===== src/rtl/cam_pkg.sv =====
package cam_pkg;

  localparam int MAXW = 64;
  typedef logic [MAXW-1:0] wide_t;

  typedef struct packed {
    logic clr;
    logic search;
    logic rd;
    logic wr;
    logic inv;
  } cam_cmd_t;

  // a equals b on every position selected by m
  function automatic logic masked_eq(wide_t a, wide_t b, wide_t m);
    return ((a ^ b) & m) == '0;
  endfunction

  // index of the lowest set bit, 0 when none is set
  function automatic int unsigned first_one(wide_t v);
    int unsigned r;
    r = 0;
    for (int i = MAXW - 1; i >= 0; i--) begin
      if (v[i]) r = unsigned'(i);
    end
    return r;
  endfunction

endpackage


===== src/rtl/cam_store.sv =====
module cam_store
  import cam_pkg::*;
#(
  parameter int WORDS = 8,
  parameter int WIDTH = 16,
  parameter int IDXW  = $clog2(WORDS)
) (
  input  logic                        clk,
  input  logic                        rst_n,
  input  cam_cmd_t                    cmd,
  input  logic [WIDTH-1:0]            key_q,
  input  logic [IDXW-1:0]             inval_idx,
  output logic [WORDS-1:0][WIDTH-1:0] words,
  output logic [WORDS-1:0]            valid_q,
  output logic [WORDS-1:0]            kill_vec,
  output logic                        full
);

  logic [WORDS-1:0] free_vec;
  logic [IDXW-1:0]  wr_slot;
  logic             wr_fire;
  logic             inv_fire;

  assign free_vec = ~valid_q;
  assign full     = (free_vec == '0);
  assign wr_slot  = IDXW'(first_one(MAXW'(free_vec)));
  assign wr_fire  = cmd.wr && !full && !cmd.clr;
  assign inv_fire = cmd.inv && !cmd.clr;
  assign kill_vec = inv_fire ? (WORDS'(1) << inval_idx) : '0;

  always_ff @(posedge clk or negedge rst_n) begin
    if (!rst_n) begin
      valid_q <= '0;
      words   <= '0;
    end else if (cmd.clr) begin
      valid_q <= '0;
    end else begin
      if (inv_fire) valid_q[inval_idx] <= 1'b0;
      if (wr_fire) begin
        valid_q[wr_slot] <= 1'b1;
        words[wr_slot]   <= key_q;
      end
    end
  end


  wr_full_drop_chk: assert property (@(posedge clk) disable iff (!rst_n)
    cmd.wr && full && !cmd.inv && !cmd.clr |=> $stable(valid_q) && $stable(words));


  clear_empties_chk: assert property (@(posedge clk) disable iff (!rst_n)
    cmd.clr |=> valid_q == '0);


  write_grows_chk: assert property (@(posedge clk) disable iff (!rst_n)
    wr_fire && !cmd.inv |=> $countones(valid_q) == $countones($past(valid_q)) + 1);

endmodule


===== src/rtl/cam_match.sv =====
module cam_match
  import cam_pkg::*;
#(
  parameter int WORDS = 8,
  parameter int WIDTH = 16,
  parameter int IDXW  = $clog2(WORDS)
) (
  input  logic                        clk,
  input  logic                        rst_n,
  input  cam_cmd_t                    cmd,
  input  logic [WIDTH-1:0]            key_q,
  input  logic [WIDTH-1:0]            mask_q,
  input  logic [WORDS-1:0][WIDTH-1:0] words,
  input  logic [WORDS-1:0]            valid_q,
  input  logic [WORDS-1:0]            kill_vec,
  output logic [WIDTH-1:0]            out_word,
  output logic [IDXW-1:0]             out_idx,
  output logic                        out_valid,
  output logic                        none_left
);

  logic [WORDS-1:0] hit_vec;
  logic [WORDS-1:0] match_q;
  logic [WORDS-1:0] live;
  logic [WORDS-1:0] match_d;
  logic [IDXW-1:0]  pop_idx;
  logic             have;
  logic             srch_fire;
  logic             rd_fire;

  for (genvar i = 0; i < WORDS; i++) begin : g_cmp
    assign hit_vec[i] = valid_q[i] && !kill_vec[i] &&
                        masked_eq(MAXW'(words[i]), MAXW'(key_q), MAXW'(mask_q));
  end

  assign srch_fire = cmd.search && !cmd.clr;
  assign rd_fire   = cmd.rd && !cmd.search && !cmd.clr;
  assign live      = match_q & ~kill_vec;
  assign have      = (live != '0);
  assign pop_idx   = IDXW'(first_one(MAXW'(live)));
  assign none_left = (match_q == '0);

  always_comb begin
    match_d = live;
    if (srch_fire) match_d = hit_vec;
    else if (rd_fire && have) match_d[pop_idx] = 1'b0;
  end

  always_ff @(posedge clk or negedge rst_n) begin
    if (!rst_n) begin
      match_q   <= '0;
      out_word  <= '0;
      out_idx   <= '0;
      out_valid <= 1'b0;
    end else if (cmd.clr) begin
      match_q   <= '0;
      out_valid <= 1'b0;
    end else begin
      match_q <= match_d;
      if (rd_fire) begin
        out_valid <= have;
        if (have) begin
          out_word <= words[pop_idx];
          out_idx  <= pop_idx;
        end
      end
    end
  end


  pop_delivers_chk: assert property (@(posedge clk) disable iff (!rst_n)
    rd_fire && have |=> out_valid && $countones(match_q) == $countones($past(live)) - 1);


  pop_lowest_chk: assert property (@(posedge clk) disable iff (!rst_n)
    rd_fire && have |=> ($past(live) & ((WORDS'(1) << out_idx) - WORDS'(1))) == '0);


  empty_read_chk: assert property (@(posedge clk) disable iff (!rst_n)
    rd_fire && !have |=> !out_valid && none_left);


  search_wins_chk: assert property (@(posedge clk) disable iff (!rst_n)
    srch_fire |=> $stable(out_valid) && $stable(out_idx) && $stable(out_word));

endmodule


===== src/rtl/masked_cam.sv =====
module masked_cam
  import cam_pkg::*;
#(
  parameter int WORDS = 8,
  parameter int WIDTH = 16,
  parameter int IDXW  = $clog2(WORDS)
) (
  input  logic             clk,
  input  logic             rst_n,
  input  logic             key_load,
  input  logic [WIDTH-1:0] key_in,
  input  logic             mask_load,
  input  logic [WIDTH-1:0] mask_in,
  input  logic             search,
  input  logic             read_next,
  input  logic             write,
  input  logic             clear,
  input  logic             inval,
  input  logic [IDXW-1:0]  inval_idx,
  output logic [WIDTH-1:0] out_word,
  output logic [IDXW-1:0]  out_idx,
  output logic             out_valid,
  output logic             no_match,
  output logic             full
);

  cam_cmd_t                    cmd;
  logic [WIDTH-1:0]            key_q;
  logic [WIDTH-1:0]            mask_q;
  logic [WORDS-1:0][WIDTH-1:0] words;
  logic [WORDS-1:0]            valid_q;
  logic [WORDS-1:0]            kill_vec;

  assign cmd = '{clr: clear, search: search, rd: read_next, wr: write, inv: inval};

  // key and mask registers
  always_ff @(posedge clk or negedge rst_n) begin
    if (!rst_n) begin
      key_q  <= '0;
      mask_q <= '0;
    end else begin
      if (key_load)  key_q  <= key_in;
      if (mask_load) mask_q <= mask_in;
    end
  end

  cam_store #(.WORDS(WORDS), .WIDTH(WIDTH), .IDXW(IDXW)) u_store (
    .clk(clk), .rst_n(rst_n), .cmd(cmd), .key_q(key_q), .inval_idx(inval_idx),
    .words(words), .valid_q(valid_q), .kill_vec(kill_vec), .full(full)
  );

  cam_match #(.WORDS(WORDS), .WIDTH(WIDTH), .IDXW(IDXW)) u_match (
    .clk(clk), .rst_n(rst_n), .cmd(cmd), .key_q(key_q), .mask_q(mask_q),
    .words(words), .valid_q(valid_q), .kill_vec(kill_vec),
    .out_word(out_word), .out_idx(out_idx), .out_valid(out_valid),
    .none_left(no_match)
  );


  key_capture_chk: assert property (@(posedge clk) disable iff (!rst_n)
    key_load |=> key_q == $past(key_in));

endmodule


===== config.mk =====
export PLATFORM = sky130hd
export DESIGN_NAME = masked_cam
export DESIGN_NICKNAME = d
export VERILOG_FILES = /design/src/rtl/cam_pkg.sv /design/src/rtl/cam_store.sv /design/src/rtl/cam_match.sv /design/src/rtl/masked_cam.sv
export SDC_FILE = /design/constraint.sdc
export NUM_CORES = 1
export LEC_CHECK = 0
export BUFFER_PORTS_ARGS = -buffer_cell sky130_fd_sc_hd__buf_2
export CORE_MARGIN = 4
export CORE_UTILIZATION = 55
export DETAILED_ROUTE_END_ITERATION = 7
export PLACE_DENSITY = 0.78
export SKIP_CTS_REPAIR_TIMING = 1
export SLEW_MARGIN = 20
export SYNTH_ARGS = -nofsm -noshare
export SYNTH_HDL_FRONTEND = slang
export SYNTH_SLANG_ARGS = --single-unit

===== constraint.sdc =====
create_clock -name clk -period 2.66 [get_ports clk]
set_input_delay 0.532 -clock clk [delete_from_list [all_inputs] [get_ports clk]]
set_output_delay 0.532 -clock clk [all_outputs]
set_load 0.05 [all_outputs]

# Yosys cells after proc, flatten, opt, wreduce, memory -nomap -nowiden
# Index checks and enable logic that the tools add are counted.
[totals]
ff_bits = 196
input_bits = 44
out_inout_bits = 22
word_cells = 135
[op_classes]
magnitude_cmp = 6
n_shift = 1
mux = 37
bitwise_logic = 25
reduce_logical = 51
[op_table]
columns = ["cell", "n"]
rows = [
  ["AND 64 x 16 -> 64 bit", 8],
  ["zero test 64 bit", 8],
  ["bitwise mux 128 bit", 1],
  ["XOR 16 bit", 8],
  ["2-to-1 mux 8 bit", 8],
  ["binary-select mux 16 bit (select 3 bit)", 1],
  ["demux 16 bit (select 3 bit)", 1],
  ["2-to-1 mux 3 bit", 16],
  ["2-to-1 mux 16 bit", 2],
  ["NOT 8 bit", 4],
  ["logical AND 1 bit", 26],
  ["AND 8 bit", 3],
  ["zero test 8 bit", 2],
  ["< comparator 3 x 4 -> 1 bit, second input constant", 3],
  ["zero test 1 bit", 11],
  ["demux 1 bit (select 3 bit)", 3],
  [">= comparator 3 x 1 -> 1 bit, second input constant", 3],
  ["OR 8 bit", 1],
  ["nonzero test 8 bit", 1],
  ["<< shifter 1 x 3 -> 8 bit, first input constant", 1],
  ["2-to-1 mux 1 bit", 5],
  ["AND reduction 3 bit", 1],
  ["AND reduction 2 bit", 1],
  ["nonzero test 2 bit", 1],
  ["NOT 1 bit", 1],
]

# Depth between registers and ports, before layout
[logic_depth]
word_depth = 22
ltp_mapped = 10
ltp_nobuf = 7

# Cells and area by module
# Synthesis repeated with hierarchy kept, for this count alone.
[hier_totals]
hier_cells = 926
area_unflattened_um2 = 10804.1
[by_module_without_submodules]
columns = ["module", "instances", "cells_each", "area_per_inst_um2", "seq_area_each_um2"]
rows = [
  ["cam_store", 1, 329, 5325.1, 3403.3],
  ["cam_match", 1, 529, 4180.3, 700.7],
  ["masked_cam", 1, 68, 1298.7, 800.8],
]

# Worst setup path after synthesis
# Ideal clock, no wire load.
[synth_timing]
path_type = "input -> register"
from = "input port inval_idx[0]"
to = "register u_match.out_word[2]"
setup_ns = 0.121
t_arrival_ns = 2.288
required_time_ns = 2.539
path_slack_ns = 0.251
stages = 8
path_buffers = 1
cell_sequence = "or3b_4 -> o21ai_4 -> and2_1 -> buf_6 -> o21ai_4 -> a22o_1 -> or3_1 -> a22o_1"
[synth_via]
elab_chain_len = 14
word_cells_on_any_way = 16
cone_classes = "1 x shift; 11 x mux; 2 x bitwise; 2 x reduce/logical"
[synth_rtl]
columns = ["element", "line", "rtl"]
rows = [
  ["start: declaration", "masked_cam.sv:19", "input logic [IDXW-1:0] inval_idx,"],
  ["<< shifter 1 x 3 -> 8 bit *", "cam_store.sv:29", "assign kill_vec = inv_fire ? (WORDS'(1) << inval_idx) : '0;"],
  ["2-to-1 mux 8 bit *", "cam_store.sv:29", ""],
  ["NOT 8 bit *", "cam_match.sv:38", "assign live = match_q & ~kill_vec;"],
  ["AND 8 bit *", "cam_match.sv:38", ""],
  ["2-to-1 mux 3 bit (8 in series)", "cam_pkg.sv:24", "if (v[i]) r = unsigned'(i);"],
  ["binary-select mux 16 bit (select 3 bit)", "cam_match.sv:63", "out_word <= words[pop_idx];"],
  ["2-to-1 mux 16 bit (implied by the code)", "cam_match.sv:63", ""],
  ["end signal: assignment", "cam_match.sv:63", ""],
  ["end: declaration", "cam_match.sv:16", "output logic [WIDTH-1:0] out_word,"],
]
# Mark *: on every way between the ends. The rest lies on a longest branch, timed or not. The select of a mux whose other input is x is not followed.
# A chain may end at the register's enable or synchronous reset.

# Final worst setup path
[layout_timing]
from = "register u_match.match_q[4]"
to = "output port no_match"
[layout_via]
elab_chain_len = 1
[layout_rtl]
columns = ["element", "line", "rtl"]
rows = [
  ["start: declaration", "cam_match.sv:23", "logic [WORDS-1:0] match_q;"],
  ["start signal: assignment", "cam_match.sv:59", "match_q <= match_d;"],
  ["zero test 8 bit", "cam_match.sv:41", "assign none_left = (match_q == '0);"],
  ["end: declaration", "masked_cam.sv:23", "output logic no_match,"],
]
# Every way passes these cells.

==> out/metrics.cfg <==
[sta]
setup_viol = 0
slew_viol_final = 0
hold_viol = 0
timing.hold.ws_ps = 85.8
relSlewSlack_pct = 53.7
tns_ps = 0
rsz0062_at_grt = false
timing.fmax_mhz = 430
tightest_slew_ps = 695
period_share_pct = 87.4
fin_crit_ps = 2320
fin_skew_ps = 10.9

[finish]
drive_gt1_share_pct = 34.3
ff_latch_area_mm2 = 0.00490
final_util_pct = 63.7
final_common_cell = dfrtp_1
fillers = 1507
diodes = 0
fin_nets = 1025
area_delta_synth_final_pct = 13.3
design_area_mm2 = 0.0120
multi_input_area_mm2 = 0.00530
final_cell_mix = dfrtp_1, mux2_2, xor2_1

[global_routing]
grt_usage_pct = 31.4
grt-ovfl-total = 0
grt_pass1_vias = 8269
grt_first_pass_wirelength_um = 51100
antenna_found_initial = 1
grt_start_max_net_pins = 71

[detailed_routing]
remaining_drc_errors = 0
routed_wl_um = 33500
drtPass1Iterations = 5
vias_per_cell = 6.50
vias = 8152
detail-route-antenna-nets = 0
routedWlPerCell_um = 26.7
drt_iter0_drc = 887

[logic_synthesis]
synth_cells = 922
syn_area_per_cell_um2 = 11.5
ys_seq_elements = 196
synth-edff-count = 0
yosysSeqAreaShare_pct = 46.3
yosysWarnings = 0
synth_flop_cell = dfrtp_1
syn_area_mm2 = 0.0106
synthArstFlopShare_pct = 100
syn-num-nets = 966
ys_types = 60

[clock_tree]
cts_root_buf = clkbuf_16
numCtsBuffers = 17
worstSkewPairLatency_ps = 450
cts.htree.levels = 4
ctsLongestPathBuffers = 2
path_clk_slew_ps = 80
clock-sinks = 196
cts_tree = yes

[pwr]
switchingPower_mw = 2.32
power_frac_clock_pct = 34.7
power_frac_comb_pct = 17.1
ir_worst_vdd_mv = 0.429
total_power_mw = 7.46
power.leakage_nw = 5.79
p_int_mw = 5.14
powerDensity_mw_per_mm2 = 622
seqPwrFrac_pct = 48.3
switching_share_pct = 31.1

[placement]
dpl_cell_area_mm2 = 0.0114
portBuffers = 65
hpwl_um = 23200
gp_congestion = 1.04

[run_status]
status = completed

[critical_path]
path_buf_inv = 1
cp_max_fo = 3
cp.required_ps = 2130
crit_type = register to output pin
cp_top_family = simple AND/OR/NAND/NOR gates
path_cells = or4_1 > nor2_1 > buf_2
reg2reg_to = u_store.words[127]
r2r_start = u_store.valid_q[0]
endpoint_kind = output pin
r2r_slack_ps = 450
cp_slowest_cell = or4_1
arrival_ps = 1790
ff2ff_path_depth = 6
start_kind = register
slowest_delay_ps = 520

[die]
ios = 66
die_area_mm2 = 0.0215
coreArea_mm2 = 0.0188
rows = 50
die_h_um = 147
initial_core_util_pct = 56.2
die_w_um = 147

[min_path]
min_path_type = input pin to async pin

[run]
cap_violations = 0

## power groups by stage
stage | logic, mW | clock network [mW] | registers [mW]
2_1_floorplan | 0.906 | 0 | 3.45
3_3_place_gp | 1.24 | 0 | 3.63
3_5_place_dp | 1.26 | 0 | 3.64
4_1_cts | 1.27 | 2.61 | 3.59
5_1_grt | 1.36 | 2.72 | 3.63
6_report | 1.28 | 2.59 | 3.60
## registers in the layout, summed over array words and instances (netlist names)
| signal | flops |
|---|---|
| u_match.out_word | 16 |
| u_store.valid_q | 8 |
| mask_q | 16 |
| u_store.words | 128 |
| u_match.match_q | 8 |
| u_match.out_idx | 3 |
| key_q | 16 |
| u_match.out_valid | 1 |
## per-layer routing
layer | vias to the layer above | track usage (%) | share of wire, %
met5 | - | 0 | 0
met2 | 436 | 49.3 | 47
met3 | 100 | 8.70 | 9.2
met1 | 4117 | 41.4 | 40
met4 | 0 | 12.8 | 4.1
li1 | 3499 | - | -
## how the worst max path moves through the flow
stage | startpoint | endpoint | slack [ps] | depth (start not counted)
finish | u_match.match_q[4] | no_match | 340 | 3
global route | clear | u_match.out_word[4] | 180 | 10
CTS | u_match.match_q[4] | no_match | 320 | 3
detailed placement | clear | u_match.out_word[8] | -20 | 10
global placement | clear | u_match.out_word[6] | -20 | 9
floorplan | inval_idx[0] | u_match.out_word[2] | 250 | 8
## worst register-to-register path, delay by kind of cell, from the launching register on
kind                   cells  cell delay [ps]
AO/OA/AOI/OAI              1              300
buffers and inverters      1              260
flip-flops                 1              520
multiplexers               1              330
AND/OR/NAND/NOR            3              690
## per-stage QoR
stage                     setup WS, ps  instances
after floorplan                    251        922
after global placement           -24.3       1222
after detailed placement         -16.9       1222
after CTS                          324       1254
after global routing               183       1254
final                              336       1254
## synth_stat cells, types with 3 or more instances
master	number	area share, %
inv_1	3	0.11
a21boi_2	7	0.74
mux2_2	160	17
o21ai_0	8	0.38
o21ai_1	4	0.19
xor2_1	128	11
nand2_1	30	1.1
nor3_1	4	0.19
nand3_1	19	0.90
a21oi_1	47	2.2
buf_6	3	0.32
a21boi_0	3	0.21
buf_1	3	0.11
a22oi_1	41	2.9
a211o_1	3	0.25
buf_2	9	0.43
dfrtp_1	196	46
clkbuf_1	68	2.4
a22o_1	33	2.7
a222oi_1	7	0.66
o21ai_4	4	0.61
or3_1	6	0.35
a211oi_1	5	0.35
nor2_1	27	0.96
and2_1	3	0.18
a21boi_1	4	0.28
a221oi_1	23	1.9
o2bb2ai_1	5	0.41
nand4_1	10	0.59
a31oi_1	18	1.1
nand2b_1	5	0.30
## cell type report
| cell class | count | area share [%] |
|---|---|---|
| Clock inverter | 13 | 1.16 |
| Timing Repair Buffer | 126 | 7.23 |
| Multi-Input combinational cell | 637 | 44.2 |
| Sequential cell | 196 | 40.9 |
| Tap cell | 260 | 2.71 |
| Clock buffer | 19 | 3.69 |
| Inverter | 3 | 0.0939 |
## kinds of logic after synthesis
logic type / count (synthesis) / synth area share, %
AOI/OAI and AO/OA: 227 / 16.3
xor gates and xnor gates: 128 / 10.6
buffers and inverters: 89 / 3.65
DFF: 196 / 46.3
muxes: 160 / 17.0
and+or+nand+nor: 122 / 6.05
No activity file was read; power rests on OpenSTA's default activity.
